### src/rtl/hostbus_pkg.sv
package hostbus_pkg;

  typedef enum logic [1:0] {
    XF_SERIAL = 2'd0,
    XF_NIB4   = 2'd1,
    XF_BYTE8  = 2'd2
  } xfer_mode_e;

  typedef struct packed {
    logic cs_on;
    logic wr;
    logic rd_end;
    logic rd_act;
    logic sclk;
  } bus_evt_t;

  function automatic xfer_mode_e mode_of(input logic par, input logic wide);
    if (!par)     return XF_SERIAL;
    else if (wide) return XF_BYTE8;
    else           return XF_NIB4;
  endfunction

endpackage

### src/rtl/hostbus_rst_sync.sv
module hostbus_rst_sync #(
  parameter int STAGES = 2
) (
  input  logic clk,
  input  logic rst_n,
  output logic rst_i_n
);
  logic [STAGES-1:0] chain_q;
  logic [STAGES-1:0] chain_d;

  always_comb begin
    chain_d = {chain_q[STAGES-2:0], 1'b1};
  end

  always_ff @(posedge clk or negedge rst_n) begin
    if (!rst_n) chain_q <= '0;
    else        chain_q <= chain_d;
  end

  assign rst_i_n = chain_q[STAGES-1];
endmodule

### src/rtl/hostbus_sync.sv
module hostbus_sync #(
  parameter int          W       = 4,
  parameter int          STAGES  = 2,
  parameter logic [W-1:0] RST_VAL = '0
) (
  input  logic         clk,
  input  logic         rst_n,
  input  logic [W-1:0] d,
  output logic [W-1:0] q
);
  logic [W-1:0] stage_q [STAGES];

  genvar gi;
  generate
    for (gi = 0; gi < STAGES; gi++) begin : g_stage
      logic [W-1:0] stage_d;
      if (gi == 0) begin : g_first
        always_comb stage_d = d;
      end else begin : g_rest
        always_comb stage_d = stage_q[gi-1];
      end
      always_ff @(posedge clk or negedge rst_n) begin
        if (!rst_n) stage_q[gi] <= RST_VAL;
        else        stage_q[gi] <= stage_d;
      end
    end
  endgenerate

  assign q = stage_q[STAGES-1];
endmodule

### src/rtl/hostbus_strobe_decode.sv
module hostbus_strobe_decode
  import hostbus_pkg::*;
(
  input  logic       clk,
  input  logic       rst_n,
  input  logic       proto_6800,
  input  xfer_mode_e mode,
  input  logic       cs_n_s,
  input  logic       wr_s,
  input  logic       en_s,
  output bus_evt_t   evt
);
  logic wr_p_q, en_p_q;
  logic wr_p_d, en_p_d;
  logic csl, wr_rise, en_rise, en_fall;

  always_comb begin
    wr_p_d = wr_s;
    en_p_d = en_s;
  end

  always_ff @(posedge clk or negedge rst_n) begin
    if (!rst_n) begin
      wr_p_q <= 1'b1;
      en_p_q <= 1'b1;
    end else begin
      wr_p_q <= wr_p_d;
      en_p_q <= en_p_d;
    end
  end

  always_comb begin
    csl     = ~cs_n_s;
    wr_rise = wr_s & ~wr_p_q;
    en_rise = en_s & ~en_p_q;
    en_fall = ~en_s & en_p_q;
    evt       = '0;
    evt.cs_on = csl;
    if (mode == XF_SERIAL) begin
      evt.sclk = csl & wr_rise;
    end else if (!proto_6800) begin
      evt.wr     = csl & wr_rise;
      evt.rd_end = csl & en_rise;
      evt.rd_act = csl & ~en_s;
    end else begin
      evt.wr     = csl & en_fall & ~wr_s;
      evt.rd_end = csl & en_fall & wr_s;
      evt.rd_act = csl & wr_s & en_s;
    end
  end
endmodule

### src/rtl/hostbus_assembler.sv
module hostbus_assembler
  import hostbus_pkg::*;
#(
  parameter int DW = 8
) (
  input  logic          clk,
  input  logic          rst_n,
  input  xfer_mode_e    mode,
  input  bus_evt_t      evt,
  input  logic [DW-1:0] din_s,
  input  logic          rs_s,
  input  logic [DW-1:0] rd_ir_data,
  input  logic [DW-1:0] rd_dr_data,
  output logic          wr_valid,
  output logic [DW-1:0] wr_data,
  output logic          wr_rs,
  output logic          rd_ack,
  output logic [DW-1:0] dout,
  output logic          dout_oe
);
  localparam int NW = DW / 2;
  localparam int CW = $clog2(DW);
  localparam logic [CW-1:0] CNT_LAST = CW'(DW - 1);

  logic          phase_q, phase_d;
  logic [NW-1:0] hi_q, hi_d;
  logic [DW-1:0] sh_q, sh_d;
  logic [CW-1:0] cnt_q, cnt_d;
  logic          wv_q, wv_d;
  logic [DW-1:0] wd_q, wd_d;
  logic          wrs_q, wrs_d;
  logic          ack_q, ack_d;
  logic          oe_q, oe_d;
  logic [DW-1:0] do_q, do_d;
  logic [DW-1:0] rbyte;

  always_comb begin
    rbyte   = rs_s ? rd_dr_data : rd_ir_data;
    phase_d = phase_q;
    hi_d    = hi_q;
    sh_d    = sh_q;
    cnt_d   = cnt_q;
    wv_d    = 1'b0;
    wd_d    = wd_q;
    wrs_d   = wrs_q;
    ack_d   = 1'b0;
    oe_d    = evt.rd_act;
    do_d    = '0;

    if (evt.rd_act) begin
      if (mode == XF_NIB4) begin
        do_d[DW-1 -: NW] = phase_q ? rbyte[NW-1:0] : rbyte[DW-1 -: NW];
      end else begin
        do_d = rbyte;
      end
    end

    if (evt.wr) begin
      if (mode == XF_NIB4) begin
        if (!phase_q) begin
          hi_d    = din_s[DW-1 -: NW];
          phase_d = 1'b1;
        end else begin
          wv_d    = 1'b1;
          wd_d    = {hi_q, din_s[DW-1 -: NW]};
          wrs_d   = rs_s;
          phase_d = 1'b0;
        end
      end else begin
        wv_d  = 1'b1;
        wd_d  = din_s;
        wrs_d = rs_s;
      end
    end

    if (evt.rd_end) begin
      if (mode == XF_NIB4) begin
        ack_d   = phase_q;
        phase_d = ~phase_q;
      end else begin
        ack_d = 1'b1;
      end
    end

    if (mode != XF_NIB4) phase_d = 1'b0;

    if (mode != XF_SERIAL || !evt.cs_on) begin
      cnt_d = '0;
    end else if (evt.sclk) begin
      sh_d = {sh_q[DW-2:0], din_s[0]};
      if (cnt_q == CNT_LAST) begin
        wv_d  = 1'b1;
        wd_d  = sh_d;
        wrs_d = rs_s;
        cnt_d = '0;
      end else begin
        cnt_d = cnt_q + 1'b1;
      end
    end
  end

  always_ff @(posedge clk or negedge rst_n) begin
    if (!rst_n) begin
      phase_q <= 1'b0;
      hi_q    <= '0;
      sh_q    <= '0;
      cnt_q   <= '0;
      wv_q    <= 1'b0;
      wd_q    <= '0;
      wrs_q   <= 1'b0;
      ack_q   <= 1'b0;
      oe_q    <= 1'b0;
      do_q    <= '0;
    end else begin
      phase_q <= phase_d;
      hi_q    <= hi_d;
      sh_q    <= sh_d;
      cnt_q   <= cnt_d;
      wv_q    <= wv_d;
      wd_q    <= wd_d;
      wrs_q   <= wrs_d;
      ack_q   <= ack_d;
      oe_q    <= oe_d;
      do_q    <= do_d;
    end
  end

  assign wr_valid = wv_q;
  assign wr_data  = wd_q;
  assign wr_rs    = wrs_q;
  assign rd_ack   = ack_q;
  assign dout     = do_q;
  assign dout_oe  = oe_q;
endmodule

### src/rtl/hostbus_port.sv
module hostbus_port
  import hostbus_pkg::*;
#(
  parameter int DW          = 8,
  parameter int SYNC_STAGES = 2
) (
  input  logic          clk,
  input  logic          rst_n,
  input  logic          sel_6800,
  input  logic          sel_par,
  input  logic          sel_wide,
  input  logic          cs_n,
  input  logic          rs,
  input  logic          ctl_wr,
  input  logic          ctl_en,
  input  logic [DW-1:0] din,
  input  logic [DW-1:0] rd_ir_data,
  input  logic [DW-1:0] rd_dr_data,
  output logic          wr_valid,
  output logic [DW-1:0] wr_data,
  output logic          wr_rs,
  output logic          rd_ack,
  output logic [DW-1:0] dout,
  output logic          dout_oe
);
  localparam int SW = DW + 4;
  localparam logic [SW-1:0] PIN_IDLE = {{DW{1'b0}}, 4'b0111};

  logic          rst_i_n;
  logic [SW-1:0] pins_raw, pins_s;
  logic [DW-1:0] din_s;
  logic          rs_s, cs_n_s, wr_s, en_s;
  xfer_mode_e    mode;
  bus_evt_t      evt;

  assign pins_raw = {din, rs, cs_n, ctl_wr, ctl_en};
  assign {din_s, rs_s, cs_n_s, wr_s, en_s} = pins_s;
  assign mode = mode_of(sel_par, sel_wide);

  hostbus_rst_sync #(.STAGES(2)) u_rst (
    .clk(clk), .rst_n(rst_n), .rst_i_n(rst_i_n)
  );

  hostbus_sync #(.W(SW), .STAGES(SYNC_STAGES), .RST_VAL(PIN_IDLE)) u_sync (
    .clk(clk), .rst_n(rst_i_n), .d(pins_raw), .q(pins_s)
  );

  hostbus_strobe_decode u_dec (
    .clk(clk), .rst_n(rst_i_n), .proto_6800(sel_6800), .mode(mode),
    .cs_n_s(cs_n_s), .wr_s(wr_s), .en_s(en_s), .evt(evt)
  );

  hostbus_assembler #(.DW(DW)) u_asm (
    .clk(clk), .rst_n(rst_i_n), .mode(mode), .evt(evt),
    .din_s(din_s), .rs_s(rs_s),
    .rd_ir_data(rd_ir_data), .rd_dr_data(rd_dr_data),
    .wr_valid(wr_valid), .wr_data(wr_data), .wr_rs(wr_rs),
    .rd_ack(rd_ack), .dout(dout), .dout_oe(dout_oe)
  );
endmodule

### config.mk
export PLATFORM = sky130hd
export DESIGN_NAME = hostbus_port
export DESIGN_NICKNAME = d
export VERILOG_FILES = /design/src/rtl/hostbus_pkg.sv /design/src/rtl/hostbus_rst_sync.sv /design/src/rtl/hostbus_sync.sv /design/src/rtl/hostbus_strobe_decode.sv /design/src/rtl/hostbus_assembler.sv /design/src/rtl/hostbus_port.sv
export SDC_FILE = /design/constraint.sdc
export NUM_CORES = 1
export LEC_CHECK = 0
export ABC_AREA = 1
export BUFFER_PORTS_ARGS = -buffer_cell sky130_fd_sc_hd__buf_2
export CAP_MARGIN = 25
export CORE_ASPECT_RATIO = 0.8
export CORE_MARGIN = 3
export CORE_UTILIZATION = 58
export DETAILED_ROUTE_END_ITERATION = 6
export PLACE_DENSITY = 0.85
export SYNTH_ARGS = -nofsm -noshare
export SYNTH_HDL_FRONTEND = slang
export SYNTH_HIERARCHICAL = 1
export SYNTH_SLANG_ARGS = --single-unit
### constraint.sdc
create_clock -name clk -period 5.16 [get_ports clk]
set_clock_uncertainty 0.2 [all_clocks]
set_input_delay 0.516 -clock clk [delete_from_list [all_inputs] [get_ports clk]]
set_output_delay 0.516 -clock clk [all_outputs]
set_load 0.01 [all_outputs]
==> summary.md <==
* finished clean — result of the run
* flip-flop — Worst setup EP type
* 363 nW/um^2 — pwr dens
* built — TritonCTS clock tree
* simple AND/OR/NAND/NOR gates — CP top delay family
* 393 — post-placement cell count
* 301 uW — total net switching power
* 39.2% — period utilisation layout
* 2 — Longest Clk Path Bufs
* 52 — Port Buffer Count
* 0 — antenna violation net count after detailed routing
* 494 MHz — fmax
* 27 — Synth cell types
* 0 — initial antenna violation count
* 61.6% — Initial Util
* 2660 sq um — synthesized area
* 3.15 ns — flop2flop setup slack
* sky130_fd_sc_hd__clkbuf_8 — clock root buffer master
* sky130_fd_sc_hd__dfrtp_1 — leading area contributor after synthesis
* 5.25 ns — required arrival time at the worst endpoint
* 852 uW — total internal power
* no — RSZ-0062 raised after global routing
* 0.08 ns — CTS clock-pin slew for the worst setup and hold paths
* 12.0 um — detailed-route wire length per cell
* 0 — count of final hold-check violations
* 2.02 ns — minimum period implied by the final worst setup slack
* 26.1% — Switching Fraction
* sky130_fd_sc_hd__nand2_1 — top-count cell post-synth
* 9 — clock buffers created by TritonCTS
* 3.43 mm — total half-perimeter wirelength after legalization and detailed placement
* 0 — total setup buffers inserted after CTS
* 19.5% — area grow syn2layout
* 66.5 um — Die Y-Extent
* 4310 sq um — core region area
* 63 — CTS Sinks
* 2 — number of buffers and inverters on the critical path
* 411 — Final Non-Filler Cells
* 2002 — routed via count
* 290 — Synth Instances
* 0 — total global routing overflow
* 21 — FP Rows
* input pin to flip-flop — critical setup path kind
* 1958 — vias in the first global route
* 0 ns — setup TNS after final layout
* 1150 uW — Overall Power
* 384 — final layout net count
* input pin — category of the worst setup path launch point
* sky130_fd_sc_hd__nor2_2 — cell with the biggest individual delay on the critical path
* 0 — Diodes inserted
* 0.591 ns — slew at the pin with the worst max-slew slack
* 4.91 mm — aggregate routed wire length
* 50 — maximum number of pins on one net before global-route repair
* 11 — Max Fanout on Critical Path
* 3 — number of H-tree branching levels
* u_sync/q[1] — worst flop-to-flop path startpoint
* 9.16 sq um — average size of a mapped cell
* sky130_fd_sc_hd__nand2_1 — most used cell along the critical path
* 0 — fin. max-slew vios
* sky130_fd_sc_hd__dfrtp_1 — Top FF cell, synth
* 81.7 um — horizontal extent of the die
* 49.7% — portion of total power attributed to sequential cells
* sel_wide — start point of the critical path
* 6 — Ys Warns
* 27.7% — fraction of layout instances using a drive strength above 1
* 53 — Top Ports
* 4 — number of search-and-repair iterations in the first detailed-routing pass
* 51.8% — area share of the leading cell type in the synthesized netlist
* 0.00174 uW — leakage power summed over all cells
* 4.87 — via density per instance
* 2.11 ns — arrival time reported for the critical path endpoint
* 8.53 mm — first-pass GRT wire length
* 5430 sq um — full die area
* 0.42 ns — peak per-stage delay on the critical path
* 0.827 — final RePlAce weighted congestion
* 63 — flop and latch count out of synthesis
* 0.35 ns — clock network latency to the later pin of the worst-skew pair
* 11.6% — Comb pwr share
* 0 — final number of setup-violating endpoints
* 153 — 1st-iter DRT viols
* sky130_fd_sc_hd__dfrtp_1, sky130_fd_sc_hd__nand2_1, sky130_fd_sc_hd__dfstp_2 — top area cells in the synthesized netlist
* 60.6% — worst-case headroom to the max-slew limit
* buf_2, nand2_1, inv_1, or2_1, nand2_1, nor2_2, nand2_2, nand2_1, nand3_1, nand2_1 — sequence of cells on the critical path
* 0 — number of remaining DRC errors
* 21.5% — global-route total usage across every layer
* 59.7% — post-synthesis sequential area ratio
* 0 — number of enable-type register cells in the synthesized netlist
* 38.7% — Clock power frac
* 100% — async set-reset flop share out of synthesis
* 325 — Net Count, Synth
* ctl_en — source of the worst hold timing path
* input pin to flip-flop — type of the worst min-delay path
* 0 — Maximum Capacitance Violations
* 0.347 mV — worst-case vdd ir drop
* sky130_fd_sc_hd__nand2_1, sky130_fd_sc_hd__dfrtp_1, sky130_fd_sc_hd__inv_1 — most common library cells after synthesis
* 330 — number of fillers in the final layout
[sequential cells by signal, indices dropped and copies added (netlist names), 2 cells and up]
register                cells
u_asm/dout                  8
u_asm/cnt_q                 3
u_sync/g_stage.stage_d     12
u_asm/sh_q                  7
u_asm/hi_q                  4
u_sync/q                   12
u_rst/chain_q               2
u_asm/wr_data               8
[through the flow]
stage          hold slack (ns)  area, sq um  setup WS [ns]  utilization, %
2_1_floorplan           0.0204         2660           3.09               -
3_3_place_gp           -0.0661         2940           2.82            68.1
3_5_place_dp           -0.0624         2940           2.81            68.1
4_1_cts                 0.0419         3170           3.15            73.6
5_1_grt                 0.0480         3170           2.91            73.6
6_report                0.0612         3170           3.14            73.6
[power by group through the flow]
stage / Combinational [uW] / Sequential [uW] / Clock, uW
floorplan: 74.9 / 589 / 0
global placement: 129 / 579 / 0
detailed placement: 133 / 582 / 0
CTS: 136 / 573 / 455
global route: 160 / 578 / 474
finish: 134 / 572 / 446
[worst paths after layout]
kind | end | cells past startpoint
worst min-delay path | u_sync/g_stage[1].stage_d[0] | 1
worst max register to register | u_asm/wr_data[0] | 8
worst max-delay path | u_asm/wr_data[0] | 10
worst min register to register | u_sync/q[1] | 0
min in group asynchronous | u_sync/q[1] | 0
max in group asynchronous | u_sync/q[3] | 1
[cell usage in the layout (no fill, tap or decap), drive strengths merged]
cell type,Yosys,layout
a21boi,1,1
a21oi,1,1
buf,6,53
bufinv,0,1
clkbuf,1,11
clkinv,0,3
conb,1,1
dfrtp,55,55
dfstp,8,8
dlygate4sd3,0,2
ha,2,2
inv,44,45
nand2,94,94
nand3,32,32
nand4,2,2
nor2,23,23
o21ai,19,19
or2,1,1
[cell families after synthesis]
group	share of synthesized area, %
compound gates	4.05
fa+ha+maj	0.942
buf+inv	8.67
flops	59.7
other cells	0.141
simple gates	26.5
[per-layer routing]
metal / GRT usage (%) / part of all wire (%)
met5: 0 / 0
met4: 11.4 / 2.2
met3: 7.43 / 6.3
met2: 35.0 / 49
met1: 25.2 / 43
[cell type report]
class                      count  area, sq um  area share, %
sequential                    63         1590           50.0
multi-input combinational    176          840           26.5
timing repair buffer          55          288           9.07
inverter                      44          170           5.36
clock buffer                  11          151           4.77
tap                           57         71.3           2.25
clock inverter                 5         65.1           2.05
[what timing repair did]
item,CTS,global route
resized for setup,0,0
hold buffers,2,0
hold endpoints to repair,6,0
No activity file was read; power rests on OpenSTA's default activity.
